`src/rtl/eth_txo_pkg.sv`:
```
package eth_txo_pkg;
  localparam int DEFER_LIM_FAST = 6071;
  localparam int DEFER_LIM_SLOW = 24287;

  typedef enum logic [1:0] {
    CLS_UNI   = 2'd0,
    CLS_MULTI = 2'd1,
    CLS_BCAST = 2'd2
  } addr_cls_e;

  typedef struct packed {
    logic [15:0] rsvd_hi;
    logic        ok;
    logic        bcast;
    logic        mcast;
    logic        late;
    logic        xdef;
    logic        xcol;
    logic        urun;
    logic [8:0]  rsvd_lo;
  } txo_status_t;
endpackage

```
`src/rtl/eth_txo_addr_class.sv`:
```
module eth_txo_addr_class
  import eth_txo_pkg::*;
#(
  parameter int ADDR_W = 48
) (
  input  logic [ADDR_W-1:0] addr,
  output addr_cls_e         cls
);
  localparam int FIRST_LSB = ADDR_W - 8;

  always_comb begin
    if (&addr)                cls = CLS_BCAST;
    else if (addr[FIRST_LSB]) cls = CLS_MULTI;
    else                      cls = CLS_UNI;
  end
endmodule

```
`src/rtl/eth_txo_defer.sv`:
```
module eth_txo_defer
  import eth_txo_pkg::*;
#(
  parameter int LIM_FAST = DEFER_LIM_FAST,
  parameter int LIM_SLOW = DEFER_LIM_SLOW
) (
  input  logic clk,
  input  logic rst,
  input  logic clr,
  input  logic en,
  input  logic nib_tick,
  input  logic defer_act,
  input  logic rate_100,
  input  logic xdefer_ok,
  output logic over
);
  localparam int LIM_MAX = (LIM_FAST > LIM_SLOW) ? LIM_FAST : LIM_SLOW;
  localparam int CNT_W   = $clog2(LIM_MAX + 2);

  logic [CNT_W-1:0] dcnt;
  logic [CNT_W-1:0] lim;
  logic             dtick;

  assign lim   = rate_100 ? CNT_W'(LIM_FAST) : CNT_W'(LIM_SLOW);
  assign dtick = en && nib_tick && defer_act;
  assign over  = dtick && !xdefer_ok && (dcnt >= lim);

  always_ff @(posedge clk) begin
    if (rst || clr)                dcnt <= '0;
    else if (dtick && dcnt < lim)  dcnt <= dcnt + 1'b1;
  end

  AST_DEFER_BOUND: assert property (@(posedge clk) disable iff (rst)
    dcnt <= CNT_W'(LIM_MAX));
endmodule

```
`src/rtl/eth_txo_coll.sv`:
```
module eth_txo_coll #(
  parameter int WIN_W   = 10,
  parameter int RETRY_W = 4
) (
  input  logic               clk,
  input  logic               rst,
  input  logic               clr,
  input  logic               en,
  input  logic               nib_tick,
  input  logic               defer_act,
  input  logic               coll_evt,
  input  logic [WIN_W-1:0]   coll_win,
  input  logic [RETRY_W-1:0] retry_lim,
  output logic               late,
  output logic               excess
);
  localparam int POS_W = WIN_W + 1;

  logic [POS_W-1:0]   pos;
  logic [RETRY_W-1:0] ccnt;
  logic               hit, normal;

  assign hit    = en && coll_evt;
  assign late   = hit && (pos > POS_W'(coll_win));
  assign normal = hit && !late;
  assign excess = normal && (ccnt >= retry_lim);

  always_ff @(posedge clk) begin
    if (rst || clr) begin
      pos  <= '0;
      ccnt <= '0;
    end else begin
      if (hit)
        pos <= '0;
      else if (en && nib_tick && !defer_act && !(&pos))
        pos <= pos + 1'b1;
      if (normal && !excess)
        ccnt <= ccnt + 1'b1;
    end
  end

  AST_LATE_XOR_EXCESS: assert property (@(posedge clk) disable iff (rst)
    !(late && excess));
endmodule

```
`src/rtl/eth_tx_outcome.sv`:
```
module eth_tx_outcome
  import eth_txo_pkg::*;
#(
  parameter int ADDR_W   = 48,
  parameter int WIN_W    = 10,
  parameter int RETRY_W  = 4,
  parameter int LIM_FAST = DEFER_LIM_FAST,
  parameter int LIM_SLOW = DEFER_LIM_SLOW
) (
  input  logic               clk,
  input  logic               rst,
  input  logic               frm_start,
  input  logic [ADDR_W-1:0]  dest_addr,
  input  logic               nib_tick,
  input  logic               defer_act,
  input  logic               coll_evt,
  input  logic               fifo_urun,
  input  logic               frm_done,
  input  logic               rate_100,
  input  logic [WIN_W-1:0]   coll_win,
  input  logic [RETRY_W-1:0] retry_lim,
  input  logic               xdefer_ok,
  input  logic               sw_clr,
  output logic [31:0]        status,
  output logic               busy,
  output logic               halt,
  output logic               tx_err_irq
);
  addr_cls_e   cls_now, cls_q;
  txo_status_t st_q;
  logic        start_acc, c_late, c_xcol, c_xdef;
  logic        a_urun, a_late, a_xcol, a_xdef, abort, done_ok;

  assign start_acc = frm_start && !busy && !halt;

  eth_txo_addr_class #(.ADDR_W(ADDR_W)) u_cls (
    .addr (dest_addr),
    .cls  (cls_now)
  );

  eth_txo_defer #(.LIM_FAST(LIM_FAST), .LIM_SLOW(LIM_SLOW)) u_defer (
    .clk       (clk),
    .rst       (rst),
    .clr       (start_acc),
    .en        (busy),
    .nib_tick  (nib_tick),
    .defer_act (defer_act),
    .rate_100  (rate_100),
    .xdefer_ok (xdefer_ok),
    .over      (c_xdef)
  );

  eth_txo_coll #(.WIN_W(WIN_W), .RETRY_W(RETRY_W)) u_coll (
    .clk       (clk),
    .rst       (rst),
    .clr       (start_acc),
    .en        (busy),
    .nib_tick  (nib_tick),
    .defer_act (defer_act),
    .coll_evt  (coll_evt),
    .coll_win  (coll_win),
    .retry_lim (retry_lim),
    .late      (c_late),
    .excess    (c_xcol)
  );

  // precedence: underrun, late, excessive collisions, deferral
  always_comb begin
    a_urun = busy && fifo_urun;
    a_late = !a_urun && c_late;
    a_xcol = !a_urun && !a_late && c_xcol;
    a_xdef = !a_urun && !a_late && !a_xcol && c_xdef;
  end

  assign abort   = a_urun || a_late || a_xcol || a_xdef;
  assign done_ok = busy && frm_done && !abort;

  always_ff @(posedge clk) begin
    if (rst) begin
      st_q  <= '0;
      cls_q <= CLS_UNI;
      busy  <= 1'b0;
    end else if (start_acc) begin
      st_q  <= '0;
      cls_q <= cls_now;
      busy  <= 1'b1;
    end else if (abort || done_ok) begin
      busy       <= 1'b0;
      st_q.ok    <= done_ok;
      st_q.bcast <= (cls_q == CLS_BCAST);
      st_q.mcast <= (cls_q == CLS_MULTI);
      st_q.urun  <= a_urun;
      st_q.late  <= a_late;
      st_q.xcol  <= a_xcol;
      st_q.xdef  <= a_xdef;
    end
  end

  always_ff @(posedge clk) begin
    if (rst) begin
      halt       <= 1'b0;
      tx_err_irq <= 1'b0;
    end else if (abort) begin
      halt       <= 1'b1;
      tx_err_irq <= 1'b1;
    end else if (sw_clr) begin
      halt       <= 1'b0;
      tx_err_irq <= 1'b0;
    end
  end

  assign status = st_q;

  AST_RSVD_ZERO: assert property (@(posedge clk) disable iff (rst)
    status[31:16] == 16'h0 && status[8:0] == 9'h0);
  AST_CLASS_EXCL: assert property (@(posedge clk) disable iff (rst)
    !(status[14] && status[13]));
  AST_CAUSE_ONEHOT: assert property (@(posedge clk) disable iff (rst)
    $onehot0(status[12:9]));
  AST_OK_NO_CAUSE: assert property (@(posedge clk) disable iff (rst)
    status[15] |-> status[12:9] == 4'h0);
  AST_ABORT_HALTS: assert property (@(posedge clk) disable iff (rst)
    abort |=> halt && tx_err_irq && !busy);
  AST_HALT_HOLDS: assert property (@(posedge clk) disable iff (rst)
    halt && !sw_clr |=> halt);
  AST_HALT_BLOCKS_START: assert property (@(posedge clk) disable iff (rst)
    halt && frm_start |=> !busy);
endmodule

```
`config.mk`:
```
export PLATFORM = sky130hd
export DESIGN_NAME = eth_tx_outcome
export DESIGN_NICKNAME = d
export VERILOG_FILES = /design/src/rtl/eth_txo_pkg.sv /design/src/rtl/eth_txo_addr_class.sv /design/src/rtl/eth_txo_defer.sv /design/src/rtl/eth_txo_coll.sv /design/src/rtl/eth_tx_outcome.sv
export SDC_FILE = /design/constraint.sdc
export NUM_CORES = 1
export LEC_CHECK = 0
export BUFFER_PORTS_ARGS = -buffer_cell sky130_fd_sc_hd__buf_2
export CORE_MARGIN = 5
export CORE_UTILIZATION = 34
export DETAILED_ROUTE_END_ITERATION = 10
export PLACE_DENSITY = 0.64
export SETUP_SLACK_MARGIN = 0.3
export SLEW_MARGIN = 20
export SYNTH_ARGS = -nofsm -noshare
export SYNTH_HDL_FRONTEND = slang
export SYNTH_HIERARCHICAL = 1
export SYNTH_SLANG_ARGS = --single-unit
```
`constraint.sdc`:
```
create_clock -name clk -period 3.3 [get_ports clk]
set_input_delay 0.33 -clock clk [delete_from_list [all_inputs] [get_ports clk]]
set_output_delay 0.33 -clock clk [all_outputs]
set_load 0.05 [all_outputs]
```
[Word-level counts from Yosys, hierarchy flattened]
Index checks and enable logic that the tools add are counted.
Word-level totals
  register bits: 41
  word-level logic and storage cells: 73
Operators by class
  $add $sub $neg: 3
  order comparisons: 4
  eq/ne operators: 2
  muxes and demuxes: 7
  reductions and logical operators: 44
Operator list (count)
  48-bit AND reduction: 1
  1-bit logical AND: 22
  15-bit by 1-bit adder with 15-bit output, second input constant: 1
  15-bit greater-or-equal comparator: 1
  15-bit < comparator: 1
  15-bit two-way mux: 1
  11-bit by 1-bit adder with 11-bit output, second input constant: 1
  11-bit by 10-bit > comparator with 1-bit output: 1
  1-bit logical NOT: 11
  11-bit AND reduction: 1
  1-bit logical OR: 5
  1-bit two-way mux: 5
  4-bit by 1-bit adder with 4-bit output, second input constant: 1
  4-bit greater-or-equal comparator: 1
  2-bit nonzero test: 2
  2-bit OR reduction: 2
  2-bit by 1-bit equality test with 1-bit output, second input constant: 1
  2-bit equality test, second input constant: 1
  2-bit two-way mux: 1

[Longest topological paths before layout]
  depth after elaboration: 15
  gate-level depth with buffers: 11

[Hierarchy]
The synthesis kept the hierarchy.
Modules (own cells, without submodules)
  eth_txo_coll: instances 1, cells each 136, area an instance 1186.1 µm²
  eth_txo_defer: instances 1, cells each 117, area an instance 1016.0 µm²
  eth_tx_outcome: instances 1, cells each 74, area an instance 670.6 µm²
  eth_txo_addr_class: instances 1, cells each 18, area an instance 116.4 µm²

[Worst setup path before layout]
OpenSTA, ideal clock, no wires.
  path type: input port to flip-flop
  start: input rate_100
  end: register st_q (netlist bit status[13])
  library setup time: 0.070 ns
  data arrival time: 2.414 ns
  required time: 3.230 ns
  slack: 0.816 ns
  stages: 9
  buffers on the path: 0
  cell sequence: ha_1 and4b_2 nand4_2 nor2_2 nor3_1 nor3_1 nor3_2 a211o_1 a21oi_1
Between the ends
  word-level cells in the longest chain between the ends: 8
RTL lines
  from (decl): RTL line eth_tx_outcome.sv:19  | input logic rate_100,
  15-bit two-way mux (*): RTL line eth_txo_defer.sv:24  | assign lim = rate_100 ? CNT_W'(LIM_FAST) : CNT_W'(LIM_SLOW);
  15-bit greater-or-equal comparator (*): RTL line eth_txo_defer.sv:26  | assign over = dtick && !xdefer_ok && (dcnt >= lim);
  1-bit logical AND (*): RTL line eth_txo_defer.sv:26
  via c_xdef: RTL line eth_tx_outcome.sv:31  | logic start_acc, c_late, c_xcol, c_xdef;
  1-bit logical AND (*): RTL line eth_tx_outcome.sv:72  | a_xdef = !a_urun && !a_late && !a_xcol && c_xdef;
  1-bit logical OR (*): RTL line eth_tx_outcome.sv:75  | assign abort = a_urun || a_late || a_xcol || a_xdef;
  1-bit logical NOT: RTL line eth_tx_outcome.sv:76  | assign done_ok = busy && frm_done && !abort;
  1-bit logical AND: RTL line eth_tx_outcome.sv:76
  1-bit logical OR (*): RTL line eth_tx_outcome.sv:87  | end else if (abort || done_ok) begin
  to (decl): RTL line eth_tx_outcome.sv:30  | txo_status_t st_q;
The timed path passes the listed nets; every way through them passes the cells marked *.
A chain may end at the register's enable or synchronous reset.

[Worst setup path in the final report]
  start: register u_coll.pos[8]
  end: register st_q (netlist bit status[13])
Between the ends
  word-level cells in the longest chain between the ends: 13
  elaborated cells between the ends (all ways): 18
RTL lines
  from (decl): RTL line eth_txo_coll.sv:19  | logic [POS_W-1:0] pos;
  from (signal assigned): RTL line eth_txo_coll.sv:36  | pos <= pos + 1'b1;
  11-bit by 10-bit > comparator with 1-bit output (*): RTL line eth_txo_coll.sv:24  | assign late = hit && (pos > POS_W'(coll_win));
  1-bit logical AND (*): RTL line eth_txo_coll.sv:24
  1-bit logical NOT (*): RTL line eth_txo_coll.sv:25  | assign normal = hit && !late;
  1-bit logical AND (*): RTL line eth_txo_coll.sv:25
  1-bit logical AND (*): RTL line eth_txo_coll.sv:26  | assign excess = normal && (ccnt >= retry_lim);
  via c_xcol: RTL line eth_tx_outcome.sv:31
  1-bit logical AND (*): RTL line eth_tx_outcome.sv:71  | a_xcol = !a_urun && !a_late && c_xcol;
  1-bit logical NOT: RTL line eth_tx_outcome.sv:72
  1-bit logical AND (2 in a row): RTL line eth_tx_outcome.sv:72
  1-bit logical OR (*): RTL line eth_tx_outcome.sv:75
  1-bit logical NOT: RTL line eth_tx_outcome.sv:76
  1-bit logical AND: RTL line eth_tx_outcome.sv:76
  1-bit logical OR (*): RTL line eth_tx_outcome.sv:87
Marked as above.

==> summary.txt <==
Run status
  • Status: completed

Placed design
  • Routability congestion estimate from global placement: 0.847
  • Area of placed instances: 3380 um^2
  • Detail Placement HPWL: 5580 um
  • Port bufs: 82
  • Placement Setup Slack: 0.330 ns

Global routing
  • Antenna violations before repair: 0
  • Tot GR Track Use: 12.3%
  • Grt total ovfl: 0
  • Vias in the first global route: 2,605
  • Largest net degree at the start of global routing: 14
  • First-pass GRT wire length: 11,600 um

Cells and area
  • Fill count: 880
  • N_diodes: 0
  • Seq. cell area: 821 um^2
  • Multi-input gate area: 1940 um^2
  • Most frequent cells in the layout: buf_2, dfxtp_1, nor2_1
  • Share of cells above drive strength 1: 27.5%
  • Commonest non-fill, non-tap cell in the layout: buf_2
  • Nets: 521
  • Final non-filler cell area: 3470 um^2
  • P&R area growth vs syn: 16.2%

Clock tree
  • Post-CTS Setup Inserts: 0
  • Clock buffer depth: 2
  • H-tree levels: 2
  • CTS tree: yes
  • CTS Hold Bufs: 0
  • Clk root buf: clkbuf_8
  • PostCTS Resize Cnt: 0
  • Worst skew pair latency: 0.29 ns
  • Clock transition at path regs: 0.08 ns
  • Clk sinks: 41
  • TritonCTS buffer count: 5

STA
  • Worst-Margin Slew: 0.562 ns
  • # setup viols final: 0
  • Post-route setup slack: 0.573 ns
  • Setup repair after global routing missed its margin: no
  • Minimum clock period: 2.73 ns
  • Worst slew margin: 62.4%
  • Total negative slack: 0 ns
  • Crit share post-route: 82.6%
  • Highest clock rate: 367 MHz
  • Final Hold Fails: 0
  • Slew Viols, Final: 0
  • Clock Skews: 0.00857 ns

Logic synthesis
  • FF+latch count, synth: 41
  • Netlist cell types: 71
  • Synth warn: 6
  • Syn_area_per_cell: 8.66 um^2
  • Synth Cell Area: 2990 um^2
  • Syn Inst Count: 345
  • Register area share after synthesis: 27.5%
  • Ys flop type: dfxtp_1
  • Post-synth EDFFs: 0
  • Ys async rst share: 0%

Setup path
  • Crit path max fanout: 9
  • Arr. time, crit path: 2.95 ns
  • Critical path class: reg2reg
  • Worst r2r src: u_coll/pos[8]
  • Required @ worst endpoint: 3.52 ns
  • Worst R2R Setup Slack: 0.57 ns
  • Worst Setup End Kind: flop
  • Reg2Reg Depth: 9
  • Critical path launch point type: flop
  • Capturing point of the worst reg2reg path: status[13]

Floorplan
  • Die footprint: 10,800 um^2
  • Num rows: 34
  • Core area: 8640 um^2
  • Die H: 104 um
  • Die Wd: 104 um
  • Starting Density: 34.6%
  • I/O pin cnt: 108

Run
  • Maxcap violations: 0

Power and ir drop
  • Pint: 0.715 mW
  • Seq pwr share: 48.4%
  • Clock power frac: 31.1%
  • Worst vdd ir: 144 uV
  • Sw Share: 31.9%
  • PwrDens: 302 nW/um^2
  • Sw power: 0.335 mW
  • Logic pwr share: 20.5%
  • Leak Pwr: 1.53 nW

Route
  • WL per Instance: 13.1 um
  • DR pass1 iterations: 4
  • Routed vias/inst: 5.11
  • Routed wire length: 6990 um
  • DR iter-0 viols: 129
  • Vias: 2,727
  • DRC viols: 0
  • Routed Antenna Nets: 0

Worst hold path
  • Hold path start: rst
  • Hold depth: 2
  • Hold crit path type: in2reg
  • Hold path endpoint: cls_q[0]
[final cells by class]
class / instances / share of cell area, %
Clock buffer: 6 / 2.09
Clock inverter: 2 / 0.432
Inverter: 21 / 2.27
Multi-Input combinational cell: 274 / 55.9
Sequential cell: 41 / 23.6
Tap cell: 108 / 3.89
Timing Repair Buffer: 82 / 11.8
[Yosys cell counts (6+ instances only)]
cell / n / area (um^2)
nand2_1: 18 / 67.6
buf_4: 27 / 203
nand4_1: 22 / 138
nor2_1: 28 / 105
xor2_1: 7 / 61.3
o211ai_1: 6 / 45.0
nand3_1: 14 / 70.1
mux2i_1: 6 / 60.1
dfxtp_1: 41 / 821
or3_1: 6 / 37.5
a21oi_1: 19 / 95.1
and3_1: 8 / 50.1
ha_1: 23 / 288
inv_1: 21 / 78.8
[how the worst max path moves through the flow]
stage / start / cells after the start / to
6_report: u_coll/pos[8] / 9 / status[13]
5_1_grt: u_coll/pos[8] / 9 / status[14]
4_1_cts: u_defer/dcnt[14] / 9 / status[14]
3_5_place_dp: rate_100 / 10 / status[14]
3_3_place_gp: rate_100 / 10 / status[14]
2_1_floorplan: rate_100 / 9 / status[13]
[metrics by stage]
stage | util, % | power [mW] | hold slack (ns) | instances
6_report | 40.2 | 1.05 | 0.344 | 534
5_1_grt | 40.2 | 1.10 | 0.347 | 534
4_1_cts | 40.1 | 1.06 | 0.334 | 534
3_5_place_dp | 39.1 | 0.734 | 0.465 | 526
3_3_place_gp | 39.1 | 0.730 | 0.463 | 526
2_1_floorplan | - | 0.696 | 0.399 | 369
[state kept, by name, summed over array words and instances, names as in the netlist]
register and cells:
u_defer/dcnt 15, u_coll/pos 11, status 7, u_coll/ccnt 4, cls_q 2, busy 1
tx_err_irq 1
[per-layer routing]
layer  wire length [um]  track usage (%)
met2               3390             21.0
met1               3200             16.2
met4                 39             2.78
met5                  0                0
met3                366             2.36
[worst max-delay path: stages, from the launching register on]
cell and delay [ns]:
dfxtp_1 0.42, ha_1 0.28, a21o_1 0.18, a211o_1 0.33, mux2i_2 0.33, nor2_2 0.08
nor4_2 0.40, nor3_2 0.18, a211o_1 0.33, a21oi_1 0.14
[power by group through the flow]
| stage | registers [mW] | clock network [mW] | logic, mW |
|---|---|---|---|
| final | 0.508 | 0.327 | 0.215 |
| after global routing | 0.510 | 0.360 | 0.234 |
| after CTS | 0.508 | 0.340 | 0.215 |
| after detailed placement | 0.520 | 0 | 0.214 |
| after global placement | 0.520 | 0 | 0.210 |
| after floorplan | 0.528 | 0 | 0.168 |
[kinds of logic (layout without fill, tap and decap cells)]
kind of cell               Yosys count  in the layout  share of synthesized area (%)
AOI/OAI and AO/OA                   66             66                           17.5
xor gates and xnor gates             9              9                           2.64
adders and majority gates           23             23                           9.63
buffers and inverters               54            111                           10.8
DFF                                 41             41                           27.5
muxes                                8              8                           2.85
other                                1             25                          0.125
and+or+nand+nor                    143            143                           29.0
Power figures use the tool's default switching activity.
